--- src/rtl/echo_verify_pkg.sv ---
package echo_verify_pkg;

  // Strobes issued by the sequencing logic to the compare datapath
  typedef struct packed {
    logic accept;   // an echo byte is taken this cycle
    logic compare;  // held byte and memory data are aligned this cycle
    logic lastCmp;  // this compare is the final one of the record
  } ctlStrobe_t;

endpackage

--- src/rtl/echo_verify_ctl.sv ---
module echo_verify_ctl
  import echo_verify_pkg::*;
#(
  parameter int DEPTH    = 4,
  parameter int READ_LAT = 1,
  localparam int ADDR_W  = (DEPTH > 1) ? $clog2(DEPTH) : 1,
  localparam int CNT_W   = $clog2(DEPTH + 1)
) (
  input  logic              clk,
  input  logic              rst,
  input  logic              byteValid,
  output logic [ADDR_W-1:0] memAddr,
  output ctlStrobe_t        strobe,
  output logic              checkDone
);

  localparam logic [CNT_W-1:0] FULL_CNT = CNT_W'(DEPTH);
  localparam logic [CNT_W-1:0] LAST_CMP = CNT_W'(DEPTH - 1);
  localparam logic [CNT_W-1:0] ONE_CNT  = CNT_W'(1);

  logic [CNT_W-1:0] acceptCnt;
  logic [CNT_W-1:0] cmpCnt;
  logic             full;
  logic             accept;
  logic             compare;
  logic             doneQ;

  assign full   = (acceptCnt == FULL_CNT);
  assign accept = byteValid && !full;

  always_ff @(posedge clk) begin
    if (rst) begin
      acceptCnt <= '0;
    end else if (accept) begin
      acceptCnt <= acceptCnt + ONE_CNT;
    end
  end

  // Address wraps modulo DEPTH: after the last byte it is unused.
  always_comb begin
    if (full) memAddr = '0;
    else      memAddr = acceptCnt[ADDR_W-1:0];
  end

  generate
    if (READ_LAT == 1) begin : g_syncRead
      logic pend;
      always_ff @(posedge clk) begin
        if (rst) pend <= 1'b0;
        else     pend <= accept;
      end
      assign compare = pend;
    end else begin : g_asyncRead
      assign compare = accept;
    end
  endgenerate

  always_ff @(posedge clk) begin
    if (rst) begin
      cmpCnt <= '0;
    end else if (compare && (cmpCnt != FULL_CNT)) begin
      cmpCnt <= cmpCnt + ONE_CNT;
    end
  end

  always_ff @(posedge clk) begin
    if (rst) begin
      doneQ <= 1'b0;
    end else if (strobe.lastCmp) begin
      doneQ <= 1'b1;
    end
  end

  assign strobe.accept  = accept;
  assign strobe.compare = compare;
  assign strobe.lastCmp = compare && (cmpCnt == LAST_CMP);
  assign checkDone      = doneQ;

  AST_ADDR_STEP: assert property (@(posedge clk) disable iff (rst)
    accept |=> (acceptCnt == CNT_W'($past(acceptCnt) + ONE_CNT)));
  AST_IDLE_HOLD: assert property (@(posedge clk) disable iff (rst)
    !byteValid |=> $stable(acceptCnt));
  AST_NO_OVERRUN: assert property (@(posedge clk) disable iff (rst)
    full |=> $stable(acceptCnt));
  AST_DONE_STICKY: assert property (@(posedge clk) disable iff (rst)
    doneQ |=> doneQ);
  AST_DONE_AFTER_FULL: assert property (@(posedge clk) disable iff (rst)
    doneQ |-> full);

endmodule

--- src/rtl/echo_verify_dp.sv ---
module echo_verify_dp
  import echo_verify_pkg::*;
#(
  parameter int DATA_W   = 8,
  parameter int READ_LAT = 1
) (
  input  logic              clk,
  input  logic              rst,
  input  ctlStrobe_t        strobe,
  input  logic [DATA_W-1:0] echoByte,
  input  logic [DATA_W-1:0] memRdData,
  output logic              errFlag
);

  logic [DATA_W-1:0] cmpByte;
  logic              mismatch;
  logic              errQ;

  generate
    if (READ_LAT == 1) begin : g_hold
      logic [DATA_W-1:0] holdByte;
      always_ff @(posedge clk) begin
        if (rst)                holdByte <= '0;
        else if (strobe.accept) holdByte <= echoByte;
      end
      assign cmpByte = holdByte;
    end else begin : g_direct
      assign cmpByte = echoByte;
    end
  endgenerate

  assign mismatch = strobe.compare && (cmpByte != memRdData);

  always_ff @(posedge clk) begin
    if (rst)           errQ <= 1'b0;
    else if (mismatch) errQ <= 1'b1;
  end

  assign errFlag = errQ;

  AST_ERR_STICKY: assert property (@(posedge clk) disable iff (rst)
    errQ |=> errQ);
  AST_ERR_ONLY_ON_CMP: assert property (@(posedge clk) disable iff (rst)
    !strobe.compare |=> (errQ == $past(errQ)));

endmodule

--- src/rtl/echo_verify.sv ---
module echo_verify
  import echo_verify_pkg::*;
#(
  parameter int DEPTH    = 4,
  parameter int DATA_W   = 8,
  parameter int READ_LAT = 1,
  localparam int ADDR_W  = (DEPTH > 1) ? $clog2(DEPTH) : 1
) (
  input  logic              clk,
  input  logic              rst,
  input  logic              byteValid,
  input  logic [DATA_W-1:0] echoByte,
  output logic [ADDR_W-1:0] memAddr,
  input  logic [DATA_W-1:0] memRdData,
  output logic              checkDone,
  output logic              txGood
);

  ctlStrobe_t strobe;
  logic       errFlag;

  echo_verify_ctl #(
    .DEPTH    (DEPTH),
    .READ_LAT (READ_LAT)
  ) u_ctl (
    .clk       (clk),
    .rst       (rst),
    .byteValid (byteValid),
    .memAddr   (memAddr),
    .strobe    (strobe),
    .checkDone (checkDone)
  );

  echo_verify_dp #(
    .DATA_W   (DATA_W),
    .READ_LAT (READ_LAT)
  ) u_dp (
    .clk       (clk),
    .rst       (rst),
    .strobe    (strobe),
    .echoByte  (echoByte),
    .memRdData (memRdData),
    .errFlag   (errFlag)
  );

  assign txGood = checkDone && !errFlag;

  AST_GOOD_NEEDS_DONE: assert property (@(posedge clk) disable iff (rst)
    txGood |-> checkDone);
  AST_GOOD_STICKY: assert property (@(posedge clk) disable iff (rst)
    txGood |=> txGood);

endmodule

--- config.mk ---
export PLATFORM = sky130hd
export DESIGN_NAME = echo_verify
export DESIGN_NICKNAME = d
export VERILOG_FILES = /design/src/rtl/echo_verify_pkg.sv /design/src/rtl/echo_verify_ctl.sv /design/src/rtl/echo_verify_dp.sv /design/src/rtl/echo_verify.sv
export SDC_FILE = /design/constraint.sdc
export NUM_CORES = 1
export LEC_CHECK = 0
export ABC_AREA = 0
export ABC_CLOCK_PERIOD_IN_PS = 1200
export BUFFER_PORTS_ARGS = -buffer_cell sky130_fd_sc_hd__buf_2
export CAP_MARGIN = 5
export CELL_PAD_IN_SITES_DETAIL_PLACEMENT = 1
export CELL_PAD_IN_SITES_GLOBAL_PLACEMENT = 1
export CORE_AREA = 3 3 54 56
export CTS_CLUSTER_DIAMETER = 80
export DETAILED_ROUTE_END_ITERATION = 10
export DIE_AREA = 0 0 57 59
export GPL_TIMING_DRIVEN = 0
export PLACE_DENSITY_LB_ADDON = 0.12
export SYNTH_ARGS = -nofsm -noshare
export SYNTH_HDL_FRONTEND = slang
export SYNTH_SLANG_ARGS = --single-unit
--- constraint.sdc ---
create_clock -name clk -period 1.2 [get_ports clk]
set_input_delay 0 -clock clk [delete_from_list [all_inputs] [get_ports clk]]
set_output_delay 0 -clock clk [all_outputs]
set_load 0.02 [all_outputs]
### After elaboration in Yosys (flattened, before gate mapping)

Index checks and enable logic that the tools add are counted.

* bits in registers: 17
* input bits: 19
* word-level logic and storage cells: 20

* add/subtract/negate cells: 2
* equality and inequality tests: 4
* mux-type cells: 1
* reductions and logical operators: 7

Operator list (count)
* inequality test 8 bit: 1
* adder 3 x 1 -> 3 bit, second input constant: 2
* logical AND 1 bit: 5
* == test 3 x 2 -> 1 bit, second input constant: 1
* == test 3 bit, second input constant: 1
* inequality test 3 bit, second input constant: 1
* logical NOT 1 bit: 2
* two-way mux 2 bit: 1

### Depth between registers and ports, before layout

Gate-level depths: netlist of the first run.

* depth in word-level cells: 3
* depth in mapped cells: 6

### By module

A second synthesis of the first run with hierarchy kept.

* cell total of the unflattened synthesis: 86
* area, all modules: 832.0 um^2

By module, submodules not included
* echo_verify_ctl: instances 1, cells an instance 44, area an instance 412.9 um^2, seq. area each 160.2 um^2
* echo_verify_dp: instances 1, cells an instance 41, area an instance 405.4 um^2, seq. area each 180.2 um^2
* echo_verify: instances 1, cells an instance 1, area an instance 13.8 um^2, seq. area each 0.0 um^2

### Worst setup path after synthesis of the first run

No wires, ideal clock.

* path kind: reg-to-reg
* from: register u_ctl.acceptCnt[0]
* to: register u_ctl.acceptCnt[0]
* arrival time: 1.101 ns
* data required time: 1.084 ns
* slack: -0.017 ns
* cell stages (with the launch flop): 7
* path buffers: 1
* cells stage by stage: dfxtp_1 -> inv_1 -> ha_1 -> a21boi_2 -> buf_6 -> xnor2_1 -> nor2_2

* cells in the longest elaborated chain, start to end: 3
* elaborated cells between the ends (all ways): 4

RTL lines
* start, declared: line echo_verify_ctl.sv:21 `logic [CNT_W-1:0] acceptCnt;`
* start signal, assigned: line echo_verify_ctl.sv:35 `acceptCnt <= acceptCnt + ONE_CNT;`
* branches (longest 3 deep; another with adder 3 x 1 -> 3 bit)

Parallel ways; which one is timed is not known.
A chain may end at the register's enable or synchronous reset.

### Worst setup path in the final report of the first run

* from: register u_ctl.acceptCnt[1]
* to: register u_ctl.acceptCnt[0]

* cells in the longest elaborated chain, start to end: 3

RTL lines
* == test 3 bit: line echo_verify_ctl.sv:28 `assign full = (acceptCnt == FULL_CNT);`
* logical NOT 1 bit: line echo_verify_ctl.sv:29 `assign accept = byteValid && !full;`
* logical AND 1 bit: line echo_verify_ctl.sv:29

Every way passes these cells.

==> impl_metrics.py, run 1 <==
metrics = {
    "run_status": {
        "status": "finished clean",
    },
    "clock_tree": {
        "cts_tree": "done",
        "clk_path_buf_depth": 2,
        "cts_sinks": 17,
        "cts-buffers-inserted": 3,
        "cts_max_level": 1,
        "path_clk_slew_ps": 90,
        "clk_latency_ps": 280,
        "cts_root_buffer": "clkbuf_4",
    },
    "global_route": {
        "grt_pass1_vias": 829,
        "antenna_found_initial": 0,
        "grtUsageTotal": 0.1334,
        "grt_pass1_wl_um": 3525,
        "overflow": 0,
        "grt_max_degree": 11,
    },
    "floorplan": {
        "fp.coreArea_mm2": 0.002477,
        "die_h_um": 59,
        "die_x_um": 57,
        "ioPinCount": 23,
        "initial_core_util": 0.3202,
        "dieArea_mm2": 0.003363,
        "num_rows": 18,
    },
    "sta": {
        "drv_slew": 0,
        "fin_ws_ps": 17.86,
        "min_period_over_period": 0.9851,
        "worst_pin_slew_ps": 270.2,
        "hold_ws_ps": 59.00,
        "period_needed_ps": 1182,
        "clock.fmax_mhz": 845.9,
        "slew_headroom": 0.8196,
        "setup_violations": 0,
        "fin_skew_ps": 2.385,
        "finalHoldViolations": 0,
        "rsz0062_at_grt": "yes",
    },
    "power_and_ir_drop": {
        "power.density_mw_per_mm2": 1025,
        "peakVddDrop_uv": 578.2,
        "p_leak_nw": 0.5027,
    },
    "worst_setup_path": {
        "cp_max_fo": 5,
        "slowest_stage": "dfxtp_2",
        "path_delay_family": "flip-flops",
        "cp_data_required_time_ps": 1380,
        "path_cells": "inv_2 > ha_4 > a21boi_4 > buf_6 > xnor2_2 > nor2_2",
        "path_buf_inv": 2,
        "max_stage_delay_ps": 350,
        "endpoint_kind": "flop",
        "cp-start-kind": "flop",
        "cp_data_arrival_time_ps": 1360,
        "worstSetupPathType": "reg2reg",
    },
    "yosys": {
        "synth-seq-cells": 17,
        "yosysUniqueCellTypes": 18,
        "syn-num-nets": 118,
        "syn_area_um2": 793.3,
        "syn-instance-count": 94,
        "ys_seq_area_frac": 0.4290,
        "ys_warn_count": 0,
        "syn_avg_cell_area_um2": 8.439,
    },
    "run": {
        "cap_violations": 0,
    },
    "placement": {
        "io_buffer_count": 21,
        "place_ws_ps": -114.6,
        "place_congestion": 0.6689,
        "dp_hpwl_um": 1340,
    },
    "finish": {
        "final_common_cell": "buf_2",
        "antenna_cells": 0,
        "final_cell_mix": "buf_2, nand2_1, a21oi_1",
        "fin_util": 0.4667,
        "drive_above_1_share": 0.3582,
        "syn_to_final_growth_pct": 45.74,
        "fin_nets": 159,
    },
    "route": {
        "routed_wl_um": 1989,
        "drc_errors": 0,
        "ant_nets": 0,
        "viasPerCell": 4.555,
        "drtIter0Drc": 11,
        "vias": 747,
        "wire_per_inst_um": 12.13,
        "drt_first_pass_iters": 2,
    },
    "hold_path": {
        "holdCritPathClass": "in2reg",
    },
}
==> final timing paths <==
kind	from	depth (start not counted)	slack (ps)	end
worst max-delay path	u_ctl.acceptCnt[1]	6	20	u_ctl.acceptCnt[0]
worst min-delay path	byteValid	3	60	u_ctl.compare
worst max register to register	u_ctl.acceptCnt[1]	6	20	u_ctl.acceptCnt[0]
worst min register to register	u_dp.cmpByte[4]	2	470	u_dp.cmpByte[4]
==> registers in the layout (all words and copies together) (netlist names) <==
| name | cells |
|---|---|
| u_dp.errFlag | 1 |
| u_ctl.compare | 1 |
| u_ctl.checkDone | 1 |
| u_dp.cmpByte | 8 |
| u_ctl.acceptCnt | 3 |
| u_ctl.cmpCnt | 3 |
==> logic make-up (layout without fill, tap and decap cells) <==
group,count (synthesis),after routing,synth area share
flip-flops,17,17,0.4290
adder cells (fa/ha/maj),5,5,0.07886
AO/OA/AOI/OAI,18,18,0.1325
buffers and inverters,9,49,0.05520
AND/OR/NAND/NOR,34,34,0.1830
XOR/XNOR,11,11,0.1214
==> tightest hold or removal path, stage by stage <==
cell,delay [ps]
buf_2,120
nand2_4,120
nor2_1,60
==> report_power, final <==
group | switching, W | internal, W | leakage (nW) | total (W)
logic | 0.000120 | 0.000147 | 0.346 | 0.000266
registers | 0.0000241 | 0.000598 | 0.141 | 0.000622
clock network | 0.000167 | 0.000129 | 0.0150 | 0.000296
total | 0.000311 | 0.000874 | 0.503 | 0.00119
==> synth_stat cells (all sizes together) <==
| cell type | instances | area share |
|---|---|---|
| o31ai | 1 | 0.0095 |
| xor2 | 1 | 0.011 |
| nor2b | 1 | 0.0079 |
| nand2 | 21 | 0.10 |
| buf | 3 | 0.027 |
| ha | 5 | 0.079 |
| inv | 6 | 0.028 |
| nand2b | 2 | 0.016 |
| dfxtp | 17 | 0.43 |
| nand4 | 2 | 0.016 |
| o21ai | 1 | 0.0063 |
| a21boi | 2 | 0.028 |
| a21oi | 14 | 0.088 |
| xnor2 | 10 | 0.11 |
| nor2 | 8 | 0.041 |
==> cell type report <==
cell class,instances,area (um2)
multi-input cells,68,454.2
inverters,6,22.52
plain buffers,3,21.27
repair buffers,36,249.0
flip-flops and latches,17,345.3
well taps,30,37.54
fillers,323,1321
clock buffers,4,26.28
==> per-layer routing <==
| layer | part of all wire | GRT usage | up-vias |
|---|---|---|---|
| li1 | - | - | 383 |
| met1 | 0.43 | 0.1584 | 350 |
| met2 | 0.52 | 0.2463 | 14 |
| met3 | 0.044 | 0.02832 | 0 |
| met4 | 0 | 0.02980 | 0 |
| met5 | 0 | 0 | - |
==> through the flow <==
stage | std cells | instance area, um2 | TNS (ps) | total power, W
3_3_place_gp | 145 | 938.4 | -121.6 | 0.0008149
6_report | 164 | 1156 | 0 | 0.001185
5_1_grt | 164 | 1156 | -400.9 | 0.001270
4_1_cts | 161 | 1114 | -4.353 | 0.001187
3_5_place_dp | 145 | 938.4 | -541.9 | 0.0008233
2_1_floorplan | 94 | 795.8 | 0 | 0.0007552
==> what timing repair did <==
action | 4_1_cts | 5_1_grt
buffers inserted | 2 | 3
cloned | 1 | 0
hold buffers | 9 | 0
gates resized for setup | 10 | 7
pin swaps | 1 | 7
endpoints found under the hold margin | 9 | 0
setup endpoints to repair | 14 | 16
Note: power is estimated with default switching activity, not from simulation.
==> run 2: changes to the inputs <==
Settings changed: CORE_AREA 3 3 54 56 to 3 3 53 55, CTS_BUF_LIST from default to sky130_fd_sc_hd__clkbuf_2, DIE_AREA 0 0 57 59 to 0 0 56 58, REMOVE_ABC_BUFFERS from default to 1.
==> run 2 against run 1 <==
The flow now finishes with violations (negative setup slack). Critical path depth unchanged. Cell area decreased by 0.43%. Wire length decreased by 6.6%. Largest cell class unchanged.
==> impl_metrics.py, run 2 (synthesis gave the netlist of run 1 again) <==
metrics = {
    "route": {
        "drc_errors": 0,
        "drt_first_pass_iters": 4,
        "routed_wl_um": 1858,
        "viasPerCell": 4.500,
        "ant_nets": 0,
        "drtIter0Drc": 4,
        "wire_per_inst_um": 11.61,
        "vias": 720,
    },
    "floorplan": {
        "die_x_um": 56,
        "fp.coreArea_mm2": 0.002432,
        "num_rows": 18,
        "ioPinCount": 23,
        "die_h_um": 58,
        "initial_core_util": 0.3261,
        "dieArea_mm2": 0.003248,
    },
    "worst_setup_path": {
        "cp_data_required_time_ps": 1380,
        "max_stage_delay_ps": 390,
        "worstSetupPathType": "reg2reg",
        "reg2reg_depth": 6,
        "cp-startpoint": "u_ctl.acceptCnt[1]",
        "cp_max_fo": 4,
        "cp_data_arrival_time_ps": 1400,
        "cp-start-kind": "flop",
        "endpoint_kind": "flop",
        "path_cells": "inv_2 > ha_4 > a21boi_4 > buf_4 > xnor2_1 > nor2_2",
        "slowest_stage": "dfxtp_2",
        "r2r_start": "u_ctl.acceptCnt[1]",
    },
    "finish": {
        "antenna_cells": 0,
        "largest_reg_flops": 8,
        "syn_to_final_growth_pct": 45.11,
        "drive_above_1_share": 0.4231,
        "fill_cells": 300,
        "fin_nets": 155,
        "final_cell_mix": "buf_2, nand2_1, dfxtp_1",
        "final_common_cell": "buf_2",
    },
    "sta": {
        "setup_violations": 2,
        "drv_slew": 0,
        "worst_pin_slew_ps": 402.5,
        "rsz0062_at_grt": "yes",
        "fin_ws_ps": -19.13,
        "slew_headroom": 0.7317,
        "finalHoldViolations": 0,
        "clock.fmax_mhz": 820.3,
        "min_period_over_period": 1.016,
        "hold_ws_ps": 26.57,
        "fin_skew_ps": 10.50,
        "fin_tns_setup_ps": -33.64,
        "period_needed_ps": 1219,
    },
    "clock_tree": {
        "cts_max_level": 1,
        "path_clk_slew_ps": 170,
        "cts_tree": "done",
        "cts-buffers-inserted": 3,
        "cts_root_buffer": "clkbuf_2",
        "clk_latency_ps": 290,
        "clk_path_buf_depth": 2,
        "cts_sinks": 17,
    },
    "run": {
        "cap_violations": 0,
    },
    "placement": {
        "place_congestion": 0.6826,
        "io_buffer_count": 22,
        "place_ws_ps": -426.8,
        "dp_hpwl_um": 1228,
    },
    "global_route": {
        "grt_pass1_vias": 775,
        "grt_pass1_wl_um": 3201,
        "overflow": 0,
        "antenna_found_initial": 0,
        "grtUsageTotal": 0.1259,
        "grt_max_degree": 19,
    },
    "power_and_ir_drop": {
        "total_power_w": 0.001152,
        "p_leak_nw": 0.4794,
        "power.density_mw_per_mm2": 1001,
        "peakVddDrop_uv": 695.4,
    },
    "hold_path": {
        "holdCritPathClass": "in2reg",
        "min_from": "byteValid",
        "hold_path_depth": 3,
    },
    "run_status": {
        "status": "finished, violations left",
        "violations": "negative setup slack",
    },
}
==> run 2: power by group <==
part           switching (W)  internal, W  leakage (nW)  total [W]
clock network       0.000175    0.0000884        0.0166   0.000264
logic               0.000124     0.000141         0.322   0.000265
registers          0.0000240     0.000599         0.141   0.000623
total               0.000324     0.000828         0.479    0.00115
==> run 2: area by class of cell <==
| type | count | area (um2) | share of cell area |
|---|---|---|---|
| Multi-Input combinational cell | 68 | 485.5 | 0.4217 |
| Sequential cell | 17 | 345.3 | 0.3000 |
| Timing Repair Buffer | 35 | 240.2 | 0.2087 |
| Tap cell | 30 | 37.54 | 0.03261 |
| Inverter | 6 | 22.52 | 0.01957 |
| Clock buffer | 4 | 20.02 | 0.01739 |
==> run 2: metal layers <==
layer,track usage,routed length (um),vias up,part of all wire
met2,0.2237,930,15,0.50
met1,0.1479,838,332,0.45
met5,0,0,-,0
met3,0.03341,76,2,0.041
met4,0.04068,12,0,0.0065
li1,-,-,371,-
==> run 2: path summary, 6_finish.rpt <==
path / slack (ps) / to
setup / recovery: -20 / u_ctl.acceptCnt[0]
hold / removal: 30 / u_ctl.compare
setup reg to reg: -20 / u_ctl.acceptCnt[0]
hold reg to reg: 480 / u_dp.cmpByte[0]
==> run 2: timing repair <==
item,in CTS,in global routing
setup endpoints to repair,14,15
buffers inserted,4,1
hold buffers,8,0
resized for setup,12,17
hold endpoints to repair,8,0
pin swaps,3,8
==> run 2: worst max-delay path, delay by kind of cell (launching register included) <==
family | cells | cell delay [ps]
AO/OA/AOI/OAI | 1 | 180
XOR/XNOR | 1 | 120
adder cells (fa/ha/maj) | 1 | 180
buffers and inverters | 2 | 190
flip-flops | 1 | 390
AND/OR/NAND/NOR | 1 | 40
==> run 2: through the flow <==
step                instances    util  area [um2]
global placement          143  0.3781       919.6
floorplan                  91       -       772.0
detailed placement        143  0.3781       919.6
CTS                       159  0.4465        1086
global route              160  0.4733        1151
finish                    160  0.4733        1151
